## config.mk

```make
export PLATFORM = sky130hd
export DESIGN_NAME = rx_fifo_flowctl
export DESIGN_NICKNAME = d
export VERILOG_FILES = /design/src/rtl/rxf_pkg.sv /design/src/rtl/rxf_ctrl_reg.sv /design/src/rtl/rxf_store.sv /design/src/rtl/rxf_trigger.sv /design/src/rtl/rx_fifo_flowctl.sv
export SDC_FILE = /design/constraint.sdc
export NUM_CORES = 1
export LEC_CHECK = 0
export ABC_AREA = 0
export CELL_PAD_IN_SITES_DETAIL_PLACEMENT = 0
export CELL_PAD_IN_SITES_GLOBAL_PLACEMENT = 1
export CORE_ASPECT_RATIO = 0.8
export CORE_MARGIN = 2
export CORE_UTILIZATION = 58
export DETAILED_ROUTE_END_ITERATION = 7
export PLACE_DENSITY = 0.89
export SLEW_MARGIN = 10
export SYNTH_ARGS = -nofsm -noshare
export SYNTH_HDL_FRONTEND = slang
export SYNTH_SLANG_ARGS = --single-unit
```

## constraint.sdc

```tcl
create_clock -name clk -period 6.85 [get_ports clk]
set_input_delay 1.0275 -clock clk [delete_from_list [all_inputs] [get_ports clk]]
set_output_delay 1.0275 -clock clk [all_outputs]
set_load 0.05 [all_outputs]
```

## src/rtl/rxf_pkg.sv

```systemverilog
package rxf_pkg;

   // Control word layout; reserved field is forced to zero on write.
   typedef struct packed {
      logic [4:0] rsv;
      logic [2:0] rts_sel;
      logic [1:0] rdy_sel;
      logic [1:0] tx_trig;
      logic       spare;
      logic       tx_clr;
      logic       rx_clr;
      logic       loop_en;
   } ctl_t;

   localparam logic [15:0] CTL_WMASK = 16'h07FF;

   // Flow-control limit; code 0 selects the top of the table.
   function automatic logic [6:0] rts_limit(input logic [2:0] code);
      case (code)
         3'd1:    rts_limit = 7'd1;
         3'd2:    rts_limit = 7'd8;
         3'd3:    rts_limit = 7'd16;
         3'd4:    rts_limit = 7'd32;
         3'd5:    rts_limit = 7'd48;
         3'd6:    rts_limit = 7'd54;
         3'd7:    rts_limit = 7'd60;
         default: rts_limit = 7'd63;
      endcase
   endfunction

   function automatic logic [6:0] rdy_limit(input logic [1:0] code);
      case (code)
         2'd1:    rdy_limit = 7'd16;
         2'd2:    rdy_limit = 7'd32;
         2'd3:    rdy_limit = 7'd48;
         default: rdy_limit = 7'd1;
      endcase
   endfunction

endpackage

```

## src/rtl/rxf_ctrl_reg.sv

```systemverilog
module rxf_ctrl_reg
   import rxf_pkg::*;
(
   input  logic        clk,
   input  logic        rst_n,
   input  logic        we,
   input  logic [15:0] wdata,
   output ctl_t        ctl
);

   always_ff @(posedge clk or negedge rst_n) begin
      if (!rst_n) begin
         ctl <= '0;
      end else if (we) begin
         ctl <= ctl_t'(wdata & CTL_WMASK);
      end
   end

   AST_RSV_ZERO: assert property (@(posedge clk) disable iff (!rst_n)
      ctl.rsv == 5'd0);

endmodule

```

## src/rtl/rxf_store.sv

```systemverilog
module rxf_store #(
   parameter int DW    = 8,
   parameter int DEPTH = 64,
   localparam int AW   = $clog2(DEPTH),
   localparam int CW   = $clog2(DEPTH + 1)
) (
   input  logic          clk,
   input  logic          rst_n,
   input  logic          flush,
   input  logic          wr_en,
   input  logic [DW-1:0] wr_data,
   input  logic          rd_en,
   output logic [DW-1:0] rd_data,
   output logic [CW-1:0] count,
   output logic          overrun
);

   generate
      if (DEPTH < 64) begin : g_depth_chk
         $error("rxf_store: DEPTH must cover the largest limit (64)");
      end
      if (DW < 1) begin : g_dw_chk
         $error("rxf_store: DW must be positive");
      end
   endgenerate

   logic [DW-1:0] mem [DEPTH];
   logic [AW-1:0] wr_ptr, rd_ptr, wr_nxt, rd_nxt;
   logic          full, empty, push, pop;

   assign full  = (count == CW'(DEPTH));
   assign empty = (count == '0);
   assign push  = wr_en && !full && !flush;
   assign pop   = rd_en && !empty && !flush;

   // Pointer wrap: free-running for powers of two, compare otherwise.
   generate
      if ((DEPTH & (DEPTH - 1)) == 0) begin : g_wrap_pow2
         assign wr_nxt = wr_ptr + 1'b1;
         assign rd_nxt = rd_ptr + 1'b1;
      end else begin : g_wrap_cmp
         assign wr_nxt = (wr_ptr == AW'(DEPTH - 1)) ? '0 : wr_ptr + 1'b1;
         assign rd_nxt = (rd_ptr == AW'(DEPTH - 1)) ? '0 : rd_ptr + 1'b1;
      end
   endgenerate

   always_ff @(posedge clk) begin
      if (push) mem[wr_ptr] <= wr_data;
   end

   always_ff @(posedge clk or negedge rst_n) begin
      if (!rst_n) begin
         wr_ptr  <= '0;
         rd_ptr  <= '0;
         count   <= '0;
         overrun <= 1'b0;
      end else if (flush) begin
         wr_ptr  <= '0;
         rd_ptr  <= '0;
         count   <= '0;
         overrun <= 1'b0;
      end else begin
         if (push) wr_ptr <= wr_nxt;
         if (pop)  rd_ptr <= rd_nxt;
         if (push && !pop)      count <= count + 1'b1;
         else if (pop && !push) count <= count - 1'b1;
         if (wr_en && full) overrun <= 1'b1;
      end
   end

   assign rd_data = empty ? '0 : mem[rd_ptr];

   AST_CNT_RANGE: assert property (@(posedge clk) disable iff (!rst_n)
      count <= CW'(DEPTH));
   AST_NO_OVERFLOW: assert property (@(posedge clk) disable iff (!rst_n)
      (full && wr_en && !rd_en && !flush) |=> (count == CW'(DEPTH) && overrun));
   AST_EMPTY_READ: assert property (@(posedge clk) disable iff (!rst_n)
      (empty && rd_en && !wr_en && !flush) |=> (count == '0));
   AST_FLUSH_EMPTY: assert property (@(posedge clk) disable iff (!rst_n)
      flush |=> (count == '0 && !overrun));
   AST_EMPTY_ZERO: assert property (@(posedge clk) disable iff (!rst_n)
      empty |-> (rd_data == '0));

endmodule

```

## src/rtl/rxf_trigger.sv

```systemverilog
module rxf_trigger #(
   parameter int CW = 7
) (
   input  logic          clk,
   input  logic          rst_n,
   input  logic [CW-1:0] count,
   input  logic [2:0]    rts_sel,
   input  logic [1:0]    rdy_sel,
   input  logic          flag_clr,
   output logic          ready,
   output logic          rts
);

   generate
      if (CW < 7) begin : g_cw_chk
         $error("rxf_trigger: count width too small for the limit tables");
      end
   endgenerate

   logic [CW-1:0] rts_thr, rdy_thr;
   logic          above_rts, at_rdy;

   assign rts_thr   = CW'(rxf_pkg::rts_limit(rts_sel));
   assign rdy_thr   = CW'(rxf_pkg::rdy_limit(rdy_sel));
   assign above_rts = (count > rts_thr);
   assign at_rdy    = (count >= rdy_thr);

   always_ff @(posedge clk or negedge rst_n) begin
      if (!rst_n) begin
         rts   <= 1'b0;
         ready <= 1'b0;
      end else begin
         rts   <= above_rts;
         ready <= at_rdy || (ready && !flag_clr);
      end
   end

   AST_RTS_TRACK: assert property (@(posedge clk) disable iff (!rst_n)
      (count > rts_thr) |=> rts);
   AST_READY_SET: assert property (@(posedge clk) disable iff (!rst_n)
      (count >= rdy_thr) |=> ready);
   AST_READY_HOLD: assert property (@(posedge clk) disable iff (!rst_n)
      (ready && !flag_clr) |=> ready);

endmodule

```

## src/rtl/rx_fifo_flowctl.sv

```systemverilog
module rx_fifo_flowctl #(
   parameter int DW    = 8,
   parameter int DEPTH = 64,
   localparam int CW   = $clog2(DEPTH + 1)
) (
   input  logic          clk,
   input  logic          rst_n,
   input  logic          wr_en,
   input  logic [DW-1:0] wr_data,
   input  logic          rd_en,
   output logic [DW-1:0] rd_data,
   input  logic          reg_we,
   input  logic [15:0]   reg_wdata,
   output logic [15:0]   reg_rdata,
   input  logic          flag_clr,
   output logic [CW-1:0] rx_count,
   output logic          data_ready,
   output logic          rts_level,
   output logic          overrun,
   output logic          tx_clear,
   output logic          loop_en,
   output logic [1:0]    tx_trig
);

   rxf_pkg::ctl_t ctl;

   rxf_ctrl_reg u_ctrl (
      .clk   (clk),
      .rst_n (rst_n),
      .we    (reg_we),
      .wdata (reg_wdata),
      .ctl   (ctl)
   );

   rxf_store #(.DW(DW), .DEPTH(DEPTH)) u_store (
      .clk     (clk),
      .rst_n   (rst_n),
      .flush   (ctl.rx_clr),
      .wr_en   (wr_en),
      .wr_data (wr_data),
      .rd_en   (rd_en),
      .rd_data (rd_data),
      .count   (rx_count),
      .overrun (overrun)
   );

   rxf_trigger #(.CW(CW)) u_trig (
      .clk      (clk),
      .rst_n    (rst_n),
      .count    (rx_count),
      .rts_sel  (ctl.rts_sel),
      .rdy_sel  (ctl.rdy_sel),
      .flag_clr (flag_clr),
      .ready    (data_ready),
      .rts      (rts_level)
   );

   assign reg_rdata = ctl;
   assign tx_clear  = ctl.tx_clr;
   assign loop_en   = ctl.loop_en;
   assign tx_trig   = ctl.tx_trig;

   AST_EXPORT_STABLE: assert property (@(posedge clk) disable iff (!rst_n)
      !reg_we |=> ($stable(tx_trig) && $stable(loop_en) && $stable(tx_clear)));

endmodule

```

* Yosys cells after proc, flatten, opt, wreduce, memory -nomap -nowiden
Memory sizes are Yosys's and may differ from the RTL's.
Index checks and enable logic that the tools add are counted.
** Word-level totals
- Word-level logic and storage cells :: 65
- Memories kept :: 1
- Bits in writable memories :: 512
- Bits in registers :: 33
- Output and inout port bits :: 38
** Memory list
- u_store.mem :: words 64, width 8, rd ports 1, clocked after memory_dff 0, write ports 1, RTL line rxf_store.sv:27 : logic [DW-1:0] mem [DEPTH];
** Operators by class
- $add $sub $neg :: 4
- Muxes and demuxes :: 14
- Equality and inequality tests :: 11
- Magnitude comparators :: 2
- Reductions and logical operators :: 20
** Operators by type and width (number)
- 6-bit one-hot mux with 7 select lines :: 1
- 6-bit two-way mux :: 4
- 7-bit two-way mux :: 3
- 6-bit one-hot mux with 3 select lines :: 1
- 6-bit by 1-bit adder with 6-bit output (second input constant) :: 2
- 3-bit == test (second input constant) :: 4
- 1-bit logical AND :: 8
- 8-bit two-way mux :: 1
- 7-bit by 1-bit adder with 7-bit output (second input constant) :: 1
- 7-bit == test (second input constant) :: 1
- 7-bit by 6-bit greater-or-equal comparator with 1-bit output :: 1
- 7-bit by 6-bit greater-than comparator with 1-bit output :: 1
- 7-bit zero test :: 1
- 7-bit by 1-bit subtractor with 7-bit output (second input constant) :: 1
- 3-bit by 2-bit == test with 1-bit output (second input constant) :: 2
- 1-bit zero test :: 6
- 2-bit nonzero test :: 3
- 2-bit == test (second input constant) :: 2
- 1-bit two-way mux :: 4
- 3-bit by 1-bit == test with 1-bit output (second input constant) :: 1
- 3-bit nonzero test :: 1
- 2-bit by 1-bit == test with 1-bit output (second input constant) :: 1
- 1-bit logical OR :: 1

* Longest topological paths before layout
Gate-level depths: netlist (run 1).
- Word-level depth :: 9
- Mapped depth :: 13

* Cells and area by module
A second synthesis (run 1) with hierarchy kept.
** Second synthesis, totals
- Cell total of the unflattened synthesis :: 1140
- Area total of the unflattened synthesis :: 21838.4 sq um
** Modules (own cells, without submodules)
- rxf_store :: area each 20983.9 sq um, cells each 1065, sequential area each 15875.2 sq um, times used 1
- rxf_ctrl_reg :: area each 489.2 sq um, cells each 29, sequential area each 275.3 sq um, times used 1
- rxf_trigger :: area each 335.3 sq um, cells each 42, sequential area each 50.0 sq um, times used 1
- rx_fifo_flowctl :: area each 30.0 sq um, cells each 4, sequential area each 0.0 sq um, times used 1

* Worst setup path after synthesis (run 1)
Ideal clock, no wire load.
- Kind :: register to register
- From :: register u_store.count[5]
- To :: register u_store.count[6]
- Clock period less this slack :: 3.214 ns
- Buffers on the path :: 0
- Path slack :: 3.636 ns
- Arrival time :: 3.089 ns
- Setup time :: 0.125 ns
- Cell stages (with the launch flop) :: 13
- Cell sequence :: dfrtp_1 -> nor3_2 -> nand3_1 -> nand2_1 -> nor2_1 -> nand2_1 -> ha_1 -> nor2b_1 -> o31a_1 -> o21ai_0 -> a21oi_1 -> a32oi_1 -> mux2_2
** Between the ends
- Longest elaborated chain between the ends :: 8
** Ends and longest elaborated chain
- start, declared :: RTL line rxf_store.sv:14 : output logic [CW-1:0] count,
- start signal, assigned :: RTL line rxf_store.sv:65 : if (push && !pop) count <= count + 1'b1;
- start signal, assigned :: RTL line rxf_store.sv:66 : else if (pop && !push) count <= count - 1'b1;
- branches (longest 8 deep; another with 7-bit by 1-bit subtractor with 7-bit output)
Several ways; the timed one is not identified. The select of a mux whose other input is x is not followed.
A chain may end at the register's enable or synchronous reset.

* Worst setup path after layout (run 1)
- From :: register u_store.rd_ptr[0]
- To :: output port rd_data[6]
** Between the ends
- Longest elaborated chain between the ends :: 2
** Ends and longest elaborated chain
- start, declared :: RTL line rxf_store.sv:28 : logic [AW-1:0] wr_ptr, rd_ptr, wr_nxt, rd_nxt;
- start signal, assigned :: RTL line rxf_store.sv:64 : if (pop) rd_ptr <= rd_nxt;
- memory read 64 x 8 bit
- 8-bit two-way mux :: RTL line rxf_store.sv:71 : assign rd_data = empty ? '0 : mem[rd_ptr];
- end, declared :: RTL line rx_fifo_flowctl.sv:11 : output logic [DW-1:0] rd_data,
No other way between the ends.

==> results of run 1 <==
-- layout by cell type, fill, tap and decap left out, types with 8 or more instances in the layout --
master / netlist / layout
mux4_2: 114 / 114
a221oi_1: 16 / 16
a21oi_1: 27 / 27
o211a_1: 8 / 8
clkbuf_16: 0 / 52
o21ai_0: 12 / 12
o22ai_1: 11 / 11
edfxtp_1: 512 / 512
clkdlybuf4s50_1: 0 / 49
ha_1: 17 / 17
clkinv_1: 0 / 11
clkinv_2: 0 / 13
o21ai_1: 16 / 16
nand3_1: 9 / 9
a22oi_1: 8 / 8
inv_1: 14 / 14
a211oi_1: 23 / 23
nor2_1: 86 / 86
bufinv_16: 0 / 9
mux2i_1: 32 / 32
mux2_2: 11 / 11
dfrtp_1: 33 / 30
buf_4: 17 / 16
nand2_1: 30 / 30
-- cells by family after synthesis --
kind of cell    Yosys count  synth area share, %
compound gates          145                4.571
xor+xnor                 12               0.5124
fa+ha+maj                18                1.059
buf+inv                  90                2.260
flops                   545                73.71
mux                     163                14.42
other cells               1              0.01706
simple gates            164                3.450
-- through the flow --
step | std cells | power (mW)
floorplan | 1142 | 4.921
global placement | 1625 | 5.314
detailed placement | 1625 | 5.344
CTS | 1720 | 8.255
global route | 1720 | 8.489
finish | 1720 | 8.219
-- registers in the layout, summed over array words and instances, names as in the netlist --
register,count
u_trig.rts,1
u_store.count,7
u_store.mem,512
u_trig.ready,1
u_store.overrun,1
u_ctrl.ctl,11
u_store.rd_ptr,6
u_store.wr_ptr,6
-- Yosys cell counts, drive strengths merged (3+ instances only) --
library cell and count:
a211oi 23, xor2 7, a31oi 3, mux2i 32, nor2 87, nand3b 5, dfrtp 33, o211a 8
nand3 9, a21o 3, mux4 120, or3b 3, or3 7, edfxtp 512, xnor2 5, nor2b 5
buf 47, nand2 30, a22oi 8, o31ai 3, mux2 11, o21ai 28, o221ai 5, clkbuf 29
o22ai 11, ha 17, a221oi 16, inv 14, nor3 3, nand4 4, a21oi 27, a2111oi 3
-- where the power goes --
part / internal, mW / total [mW] / leakage [nW] / switching, mW
combinational: 0.623 / 1.46 / 1.82 / 0.833
clock: 1.73 / 2.94 / 0.861 / 1.22
sequential: 3.69 / 3.82 / 5.02 / 0.128
-- worst reg2reg max path: stages, from the launching register on --
cell and delay (ns):
dfrtp_1 0.48, nor3_2 0.51, nand3_1 0.13, nand2_1 0.22
nor2_1 0.16, nand2_1 0.26, ha_1 0.32, nor2b_1 0.17
o31a_1 0.27, o21ai_0 0.33, a21oi_1 0.13, a32oi_1 0.22
mux2_2 0.36
-- layer usage --
layer | wire, um | GRT usage [%] | vias to the layer above
li1 | - | - | 4747
met1 | 19760 | 36.72 | 5799
met2 | 21430 | 36.71 | 617
met3 | 4672 | 5.386 | 81
met4 | 1151 | 6.982 | 0
met5 | 0 | 0 | -
-- how the worst max path moves through the flow --
stage / end / slack [ns] / cells after the start
global placement: rd_data[6] / 2.04 / 7
floorplan: u_store.count[6]$_DFFE_PN0P_ / 3.64 / 12
CTS: rd_data[6] / 1.38 / 7
global route: rd_data[6] / 1.20 / 7
finish: rd_data[6] / 1.46 / 7
detailed placement: rd_data[6] / 2.00 / 7
-- layout make-up --
class                           instances  area, um^2
Sequential cell                       545       16210
Fill cell                            2412       12620
Multi-Input combinational cell        507        5303
Clock buffer                           56        1316
Timing Repair Buffer                   72       660.6
Tap cell                              487       609.3
Clock inverter                         39       434.2
Inverter                               14       52.55
==> out/qor.csv, run 1 <==
metric,value,unit
share of layout cells above drive strength 1,19.71,%
CTS Buf Count,51,
unrepaired setup endpoints after global routing,false,
Bufs on Longest Clock Path,3,
H-tree depth,2,
kind of critical path,flip-flop to output pin,
clock-pin slew on the worst setup and hold paths,0.06,ns
synthesized cell area,21980,um^2
first-pass GRT wire length,70.87,mm
Die Wd,221.6,um
DP Area,22830,um^2
#FFs+latches synth,545,
worst r2r src,u_store.count[5]$_DFFE_PN0P_,
vias in the first global route,11160,
Post-synth EDFFs,512,
die height,178.1,um
R2R Path End,u_store.count[6]$_DFFE_PN0P_,
Min Hold Slack,0.5115,ns
Vias,11240,
CP Max Fanout,36,
gr ovfl total,0,
Core ar.,37210,um^2
worst vdd ir,0.2665,mV
final worst-path cycle share,78.64,%
crit path DAT,4.36,ns
CP Launch Type,flip-flop,
Cell Rows,63,
async set-reset flop share out of synthesis,6.055,%
starting density of the core,59.07,%
Hold Fails Final Rpt,0,
drt pass-1 iters,7,
final antenna-violating net count,0,
antenna cells,0,
Netlist cell types,59,
leading post-synthesis cells by cell area,"edfxtp_1, mux4_2, dfrtp_1",
nets,1239,
RD Place Congestion,0.8116,
initial antenna violation count,1,
Hold Path End,u_ctrl.ctl[3]$_DFFE_PN0P_,
Die Area,39480,um^2
max incr delay on CP,0.91,ns
drt initial violations,1494,
drt drc,1,
fmax,185.6,MHz
status,finished with violations,
largest net degree at the start of global routing,65,
worst clock skew,0.01645,ns
P_leak,7.696,nW
TNS Setup,0,ns
CP Buf/Inv Count,3,
Synth area leader,edfxtp_1,
CTS root buffer,clkbuf_16,
worst path required time,5.82,ns
routed wire length,47.01,mm
Hold Buf Count CTS,0,
# IOs,68,
"Cell Chain, Critical Path",buf_4 > buf_4 > mux4_2 > a221oi_1 > o21ai_1 > o211a_1 > clkdlybuf4s50_1,
Min-Delay Path Class,flip-flop to flip-flop,
clk sinks,545,
Vias/cell,6.537,
violated checks,design-rule violations,
crit path time final,5.387,ns
Yosys warnings,0,
"Seq/Total Area, Yosys",73.71,%
slew margin rel.,16.12,%
Slew @ Worst Pin,1.258,ns
ys flop type,edfxtp_1,
Final Slew Violations,0,
Worst Setup SP,u_store.rd_ptr[0]$_DFFE_PN0P_,
Tot GR Track Use,24.43,%
Setup WS post-layout,1.463,ns
# resized after CTS,0,
Syn-to-layout area delta,11.86,%
DP HPWL,28.58,mm
CTS tree,built,
area fraction of the dominant cell type after synthesis,69.95,%
pre-CTS setup slack,1.999,ns
pwr/cell area,334.3,nW/um^2
DR WL/cell,27.33,um
hold path startpoint,u_ctrl.ctl[3]$_DFFE_PN0P_,
final setup fails,0,
syn_area_per_cell,19.31,um^2
Final Util,66.08,%
Hold Crit Depth,1,
max_cap viols,0,
"Largest delay share family, worst path",buffers and inverters,
worst skew pair latency,0.58,ns
worst reg-to-reg path cell count,12,
cell area after layout,24580,um^2
"Slowest-stage cell, CP",dfrtp_4,
post-CTS setup buffer count,0,
FF-to-FF setup slack,3.17,ns
Port Buffer Count,57,
cell mode on critical path,buf_4,
Crit. End Element,output pin,
Syn Inst Count,1138,
No activity file was read; power rests on OpenSTA's default activity.
==> run 2: changes to the inputs <==
--- a/config.mk
+++ b/config.mk
@@ -10,9 +10,9 @@
 export CELL_PAD_IN_SITES_GLOBAL_PLACEMENT = 1
 export CORE_ASPECT_RATIO = 0.8
 export CORE_MARGIN = 2
-export CORE_UTILIZATION = 58
+export CORE_UTILIZATION = 54
 export DETAILED_ROUTE_END_ITERATION = 7
-export PLACE_DENSITY = 0.89
+export PLACE_DENSITY = 0.84
 export SLEW_MARGIN = 10
 export SYNTH_ARGS = -nofsm -noshare
 export SYNTH_HDL_FRONTEND = slang
==> constraint.sdc (replaced) <==
create_clock -name clk -period 5.11 [get_ports clk]
set_input_delay 0.7665 -clock clk [delete_from_list [all_inputs] [get_ports clk]]
set_output_delay 0.7665 -clock clk [all_outputs]
set_load 0.05 [all_outputs]
==> run 2 against run 1 <==
Effect of this change:
- the run now ends clean
- clock power is 36% higher
- global-route usage shrank 0.89 points
- combinational power up 44%
- core utilization is 4.7 points lower
- total power grew 36%
- clock-buffer cell count increased by 10
- final area grew 0.77%
- setup slack worse by 0.63 ns
- first-iteration DRC count decreased by 6.4%
- clock skew shrank 0.0020 ns
- critical endpoint is now rd_data[4]
- largest cell class unchanged
- largest power group unchanged
==> out/qor.csv, run 2 (synthesized netlist as in run 1, its figures left out) <==
metric,value,unit,change
vias in the first global route,11190,,was 11160
# resized after CTS,0,,unchanged
pre-CTS setup slack,1.230,ns,was 1.999 ns
Min-Delay Path Class,input pin to asynchronous set/reset pin,,was flip-flop to flip-flop
P_leak,7.750,nW,was 7.696 nW
pwr/cell area,452.5,nW/um^2,was 334.3 nW/um^2
slew margin rel.,17.82,%,was 16.12%
Vias,11100,,was 11240
routed wire length,48.32,mm,was 47.01 mm
Final Util,61.35,%,was 66.08%
die height,184.4,um,was 178.1 um
most frequent cells in the layout,"edfxtp_1, mux4_2, nor2_1, clkbuf_16, clkdlybuf4s50_1",,unchanged
Slew @ Worst Pin,1.233,ns,was 1.258 ns
Tot Pwr,11.21,mW,was 8.219 mW
drt drc,0,,was 1
final worst-path cycle share,83.64,%,
drt pass-1 iters,5,,was 7
RD Place Congestion,0.8048,,was 0.8116
Crit. End Element,output pin,,unchanged
Hold Buf Count CTS,0,,unchanged
Syn-to-layout area delta,12.72,%,was 11.86%
clock-pin slew on the worst setup and hold paths,0.06,ns,about the same
CP Max Fanout,44,,was 36
post-CTS setup buffer count,0,,unchanged
DP HPWL,29.03,mm,was 28.58 mm
status,"finished, final reports clean",,was finished with violations
Tot GR Track Use,23.54,%,was 24.43%
Setup WS post-layout,0.8361,ns,was 1.463 ns
largest net degree at the start of global routing,65,,unchanged
gr ovfl total,0,,unchanged
Die Area,42340,um^2,was 39480 um^2
Port Buffer Count,57,,unchanged
TNS Setup,0,ns,unchanged
first-pass GRT wire length,72.04,mm,was 70.87 mm
Bufs on Longest Clock Path,3,,unchanged
starting density of the core,54.43,%,was 59.07%
initial antenna violation count,0,,was 1
"most common cell after layout, fill and taps aside",edfxtp_1,,unchanged
fmax,234.0,MHz,
share of layout cells above drive strength 1,19.92,%,was 19.71%
Die Wd,229.6,um,was 221.6 um
kind of critical path,flip-flop to output pin,,unchanged
number of flip-flops in the largest register,512,,unchanged
DR WL/cell,27.16,um,was 27.33 um
worst path required time,4.34,ns,was 5.82 ns
crit path DAT,3.51,ns,was 4.36 ns
# IOs,68,,unchanged
Top reg by flops,u_store.mem,,unchanged
CTS root buffer,clkbuf_16,,unchanged
final setup fails,0,,unchanged
drt initial violations,1399,,was 1494
worst skew pair latency,0.58,ns,about the same
nets,1242,,was 1239
antenna cells,0,,unchanged
Cell Rows,66,,was 63
unrepaired setup endpoints after global routing,false,,unchanged
Hold Fails Final Rpt,0,,unchanged
crit path time final,4.274,ns,
clk sinks,545,,unchanged
final antenna-violating net count,0,,unchanged
worst vdd ir,0.4296,mV,was 0.2665 mV
CTS Buf Count,50,,was 51
worst clock skew,0.01441,ns,was 0.01645 ns
biggest regs,"u_store.mem x512, u_ctrl.ctl x11, u_store.count x7",,unchanged
Final Slew Violations,0,,unchanged
worst reg-to-reg path cell count,12,,unchanged
Core ar.,40380,um^2,was 37210 um^2
H-tree depth,2,,unchanged
Vias/cell,6.237,,was 6.537
CP Launch Type,flip-flop,,unchanged
max_cap viols,0,,unchanged
CTS tree,built,,unchanged
run 2: changes by cell type in the layout (fill, tap and decap cells not counted), moves of 2 or more:
cell             before  now
clkdlybuf4s50_1      49   40
clkbuf_1              4   13
buf_4                16   19
clkinv_2             13    6
clkinv_4              2    0
buf_12                1   10
run 2: metrics by stage:
stage	instance area (um^2)	hold WS, ns	std cells
floorplan	21990	0.4709	1142
global placement	23020	0.4861	1686
detailed placement	23020	0.4954	1686
CTS	24770	0.2780	1779
global route	24770	0.3131	1779
finish	24770	0.2695	1779
run 2: worst paths after layout:
path,from,to,slack (ns)
worst min-delay path,rst_n,u_store.count[3]$_DFFE_PN0P_,0.27
min in group clk,u_ctrl.ctl[3]$_DFFE_PN0P_,u_ctrl.ctl[3]$_DFFE_PN0P_,0.51
worst max register to register,u_store.count[5]$_DFFE_PN0P_,u_store.count[6]$_DFFE_PN0P_,1.55
worst min register to register,u_ctrl.ctl[3]$_DFFE_PN0P_,u_ctrl.ctl[3]$_DFFE_PN0P_,0.51
worst max-delay path,u_store.rd_ptr[1]$_DFFE_PN0P_,rd_data[4],0.84
max in group asynchronous,rst_n,u_store.rd_ptr[1]$_DFFE_PN0P_,4.24
run 2: metal layers:
metal	vias up	GRT usage (%)	share of wire, %
met2	551	34.66	45
met3	77	6.776	11
met5	-	0	0
met1	5716	34.63	42
met4	0	6.909	2.5
li1	4751	-	-
run 2: area by class of cell:
class,instances,area [um^2]
inverters,14,52.55
flip-flops and latches,545,16210
clock buffers,66,1375
clock inverters,27,375.4
well taps,544,680.7
fillers,2822,15610
repair buffers,76,778.2
multi-input cells,507,5303
run 2: report_power, final:
group / internal (mW) / switching, mW
logic: 0.917 / 1.18
clock network: 2.39 / 1.60
registers: 4.95 / 0.172
run 2: worst max-delay path, stage by stage (launching register included):
cell and delay (ns):
dfrtp_4 0.90, buf_4 0.46, mux2i_1 0.26, o22ai_1 0.10, a211oi_1 0.49, a21oi_1 0.20, o211a_1 0.33, buf_12 0.17
==> run 3: changes to the inputs <==
==> constraint.sdc (replaced) <==
create_clock -name clk -period 4.15 [get_ports clk]
set_input_delay 0.6225 -clock clk [delete_from_list [all_inputs] [get_ports clk]]
set_output_delay 0.6225 -clock clk [all_outputs]
set_load 0.05 [all_outputs]
==> run 3 against run 2 <==
Effect of this change:
- via count up 1.0%
- total power grew 19%
- final cell count is 0.84% higher
- clock-buffer cell count is 5 lower
- highest routed layer unchanged
- first-iteration DRC count is 4.0% lower
- largest power group unchanged
==> out/qor.csv, run 3 (synthesized netlist as in run 1, its figures left out) <==
metric,value,unit,change
R2R Path End,u_store.count[6]$_DFFE_PN0P_,,unchanged
worst r2r src,u_store.count[5]$_DFFE_PN0P_,,unchanged
Port Buffer Count,57,,unchanged
final worst-path cycle share,93.52,%,
TNS Setup,0,ns,unchanged
worst path required time,3.53,ns,was 4.34 ns
FF-to-FF setup slack,0.64,ns,was 1.55 ns
drt pass-1 iters,5,,unchanged
share of layout cells above drive strength 1,21.12,%,was 19.92%
first-pass GRT wire length,71.12,mm,was 72.04 mm
Filler Cells Inserted,2769,,was 2822
pwr/cell area,539.3,nW/um^2,was 452.5 nW/um^2
CP Max Fanout,18,,was 44
multi-input logic area,5303,um^2,unchanged
starting density of the core,54.43,%,unchanged
Vias,11210,,was 11100
Hold Fails Final Rpt,0,,unchanged
Top reg by flops,u_store.mem,,unchanged
crit path time final,3.881,ns,
CP Buf/Inv Count,3,,was 2
H-tree depth,2,,unchanged
max_cap viols,0,,unchanged
"Largest delay share family, worst path",buffers and inverters,,was compound AO/OA/AOI/OAI gates
drt drc,0,,unchanged
largest net degree at the start of global routing,65,,unchanged
pre-CTS setup slack,0.4175,ns,was 1.230 ns
gr ovfl total,0,,unchanged
Final Slew Violations,0,,unchanged
post-route insts no fill,1794,,was 1779
drt initial violations,1343,,was 1399
final antenna-violating net count,0,,unchanged
CP Launch Type,flip-flop,,unchanged
worst skew pair latency,0.59,ns,was 0.58 ns
# IOs,68,,unchanged
CTS Buf Count,50,,unchanged
nets,1264,,was 1242
biggest regs,"u_store.mem x512, u_ctrl.ctl x11, u_store.count x7",,unchanged
"Cell Chain, Critical Path",buf_4 > and2_1 > buf_4 > a211oi_1 > a21oi_1 > o211a_1 > buf_12,,was buf_4 > mux2i_1 > o22ai_1 > a211oi_1 > a21oi_1 > o211a_1 > buf_12
# resized after CTS,0,,unchanged
Cell Rows,66,,unchanged
Bufs on Longest Clock Path,3,,unchanged
Syn-to-layout area delta,12.82,%,was 12.72%
cell count after placement,1708,,was 1686
worst vdd ir,0.4839,mV,was 0.4296 mV
vias in the first global route,11020,,was 11190
post-CTS setup buffer count,0,,unchanged
max incr delay on CP,0.67,ns,was 0.90 ns
"most common cell after layout, fill and taps aside",edfxtp_1,,unchanged
Slew @ Worst Pin,1.209,ns,was 1.233 ns
crit path DAT,3.26,ns,was 3.51 ns
"Slowest-stage cell, CP",dfrtp_1,,was dfrtp_4
clk sinks,545,,unchanged
worst clock skew,0.01908,ns,was 0.01441 ns
P_leak,7.786,nW,was 7.750 nW
Setup WS post-layout,0.2688,ns,was 0.8361 ns
routed wire length,47.61,mm,was 48.32 mm
DP HPWL,28.89,mm,was 29.03 mm
Die Area,42340,um^2,unchanged
Core ar.,40380,um^2,unchanged
storage element area,16210,um^2,unchanged
Vias/cell,6.247,,was 6.237
cell mode on critical path,buf_4,,
CTS tree,built,,unchanged
RD Place Congestion,0.8466,,was 0.8048
final setup fails,0,,unchanged
antenna cells,0,,unchanged
most frequent cells in the layout,"edfxtp_1, mux4_2, nor2_1, clkbuf_16, clkdlybuf4s50_1",,unchanged
status,"finished, final reports clean",,unchanged
Die Wd,229.6,um,unchanged
initial antenna violation count,0,,unchanged
Min-Delay Path Class,input pin to asynchronous set/reset pin,,unchanged
number of flip-flops in the largest register,512,,unchanged
die height,184.4,um,unchanged
Crit. End Element,output pin,,unchanged
kind of critical path,flip-flop to output pin,,unchanged
Tot GR Track Use,23.09,%,was 23.54%
Worst Setup SP,u_store.rd_ptr[3]$_DFFE_PN0P_,,was u_store.rd_ptr[1]$_DFFE_PN0P_
unrepaired setup endpoints after global routing,false,,unchanged
CTS root buffer,clkbuf_16,,unchanged
clock-pin slew on the worst setup and hold paths,0.06,ns,about the same
fmax,257.7,MHz,
slew margin rel.,19.39,%,was 17.82%
worst reg-to-reg path cell count,12,,unchanged
Hold Buf Count CTS,0,,unchanged
DR WL/cell,26.54,um,was 27.16 um
run 3: changes by cell type in the layout (fill, tap and decap cells not counted), sizes merged:
cell	previous run	this run
buf	36	58
bufinv	10	4
clkbuf	66	61
clkinvlp	1	2
inv	14	17
run 3: worst max-delay path by stage:
stage / endpoint / slack, ns / cells past startpoint
after global routing: rd_data[2] / 0.14 / 7
final: rd_data[6] / 0.27 / 7
after floorplan: u_store.count[6]$_DFFE_PN0P_ / 0.94 / 12
after global placement: u_store.count[6]$_DFFE_PN0P_ / 0.41 / 11
after detailed placement: u_store.count[6]$_DFFE_PN0P_ / 0.42 / 11
after CTS: rd_data[7] / 0.31 / 6
run 3: cell type report:
class,count,share of cell area (%)
multi-input cells,507,21.38
flip-flops and latches,545,65.37
inverters,14,0.2119
clock inverters,25,0.9840
repair buffers,98,4.006
well taps,544,2.745
clock buffers,61,5.298
run 3: layer usage:
| layer | global-route usage [%] | wire length (um) | vias up |
|---|---|---|---|
| li1 | - | - | 4788 |
| met2 | 34.21 | 21490 | 531 |
| met3 | 5.786 | 4537 | 81 |
| met1 | 34.63 | 20460 | 5807 |
| met5 | 0 | 0 | - |
| met4 | 6.234 | 1124 | 0 |
run 3: report_power, final:
part | internal (mW) | total (mW) | leakage, nW | switching (mW)
logic | 1.17 | 2.67 | 2.01 | 1.50
clock network | 2.50 | 4.44 | 0.755 | 1.95
registers | 6.09 | 6.26 | 5.02 | 0.167
total | 9.76 | 13.4 | 7.79 | 3.61
run 3: through the flow:
stage               cell area [um^2]  utilization (%)  power [mW]  hold WS (ns)
finish                         24800            61.41       13.37        0.1226
CTS                            24790            61.39       13.44        0.1278
global placement               23230            57.54       8.999        0.4920
global route                   24800            61.41       13.83        0.1701
floorplan                      21990                -       8.123        0.3269
detailed placement             23230            57.54       9.025        0.5113
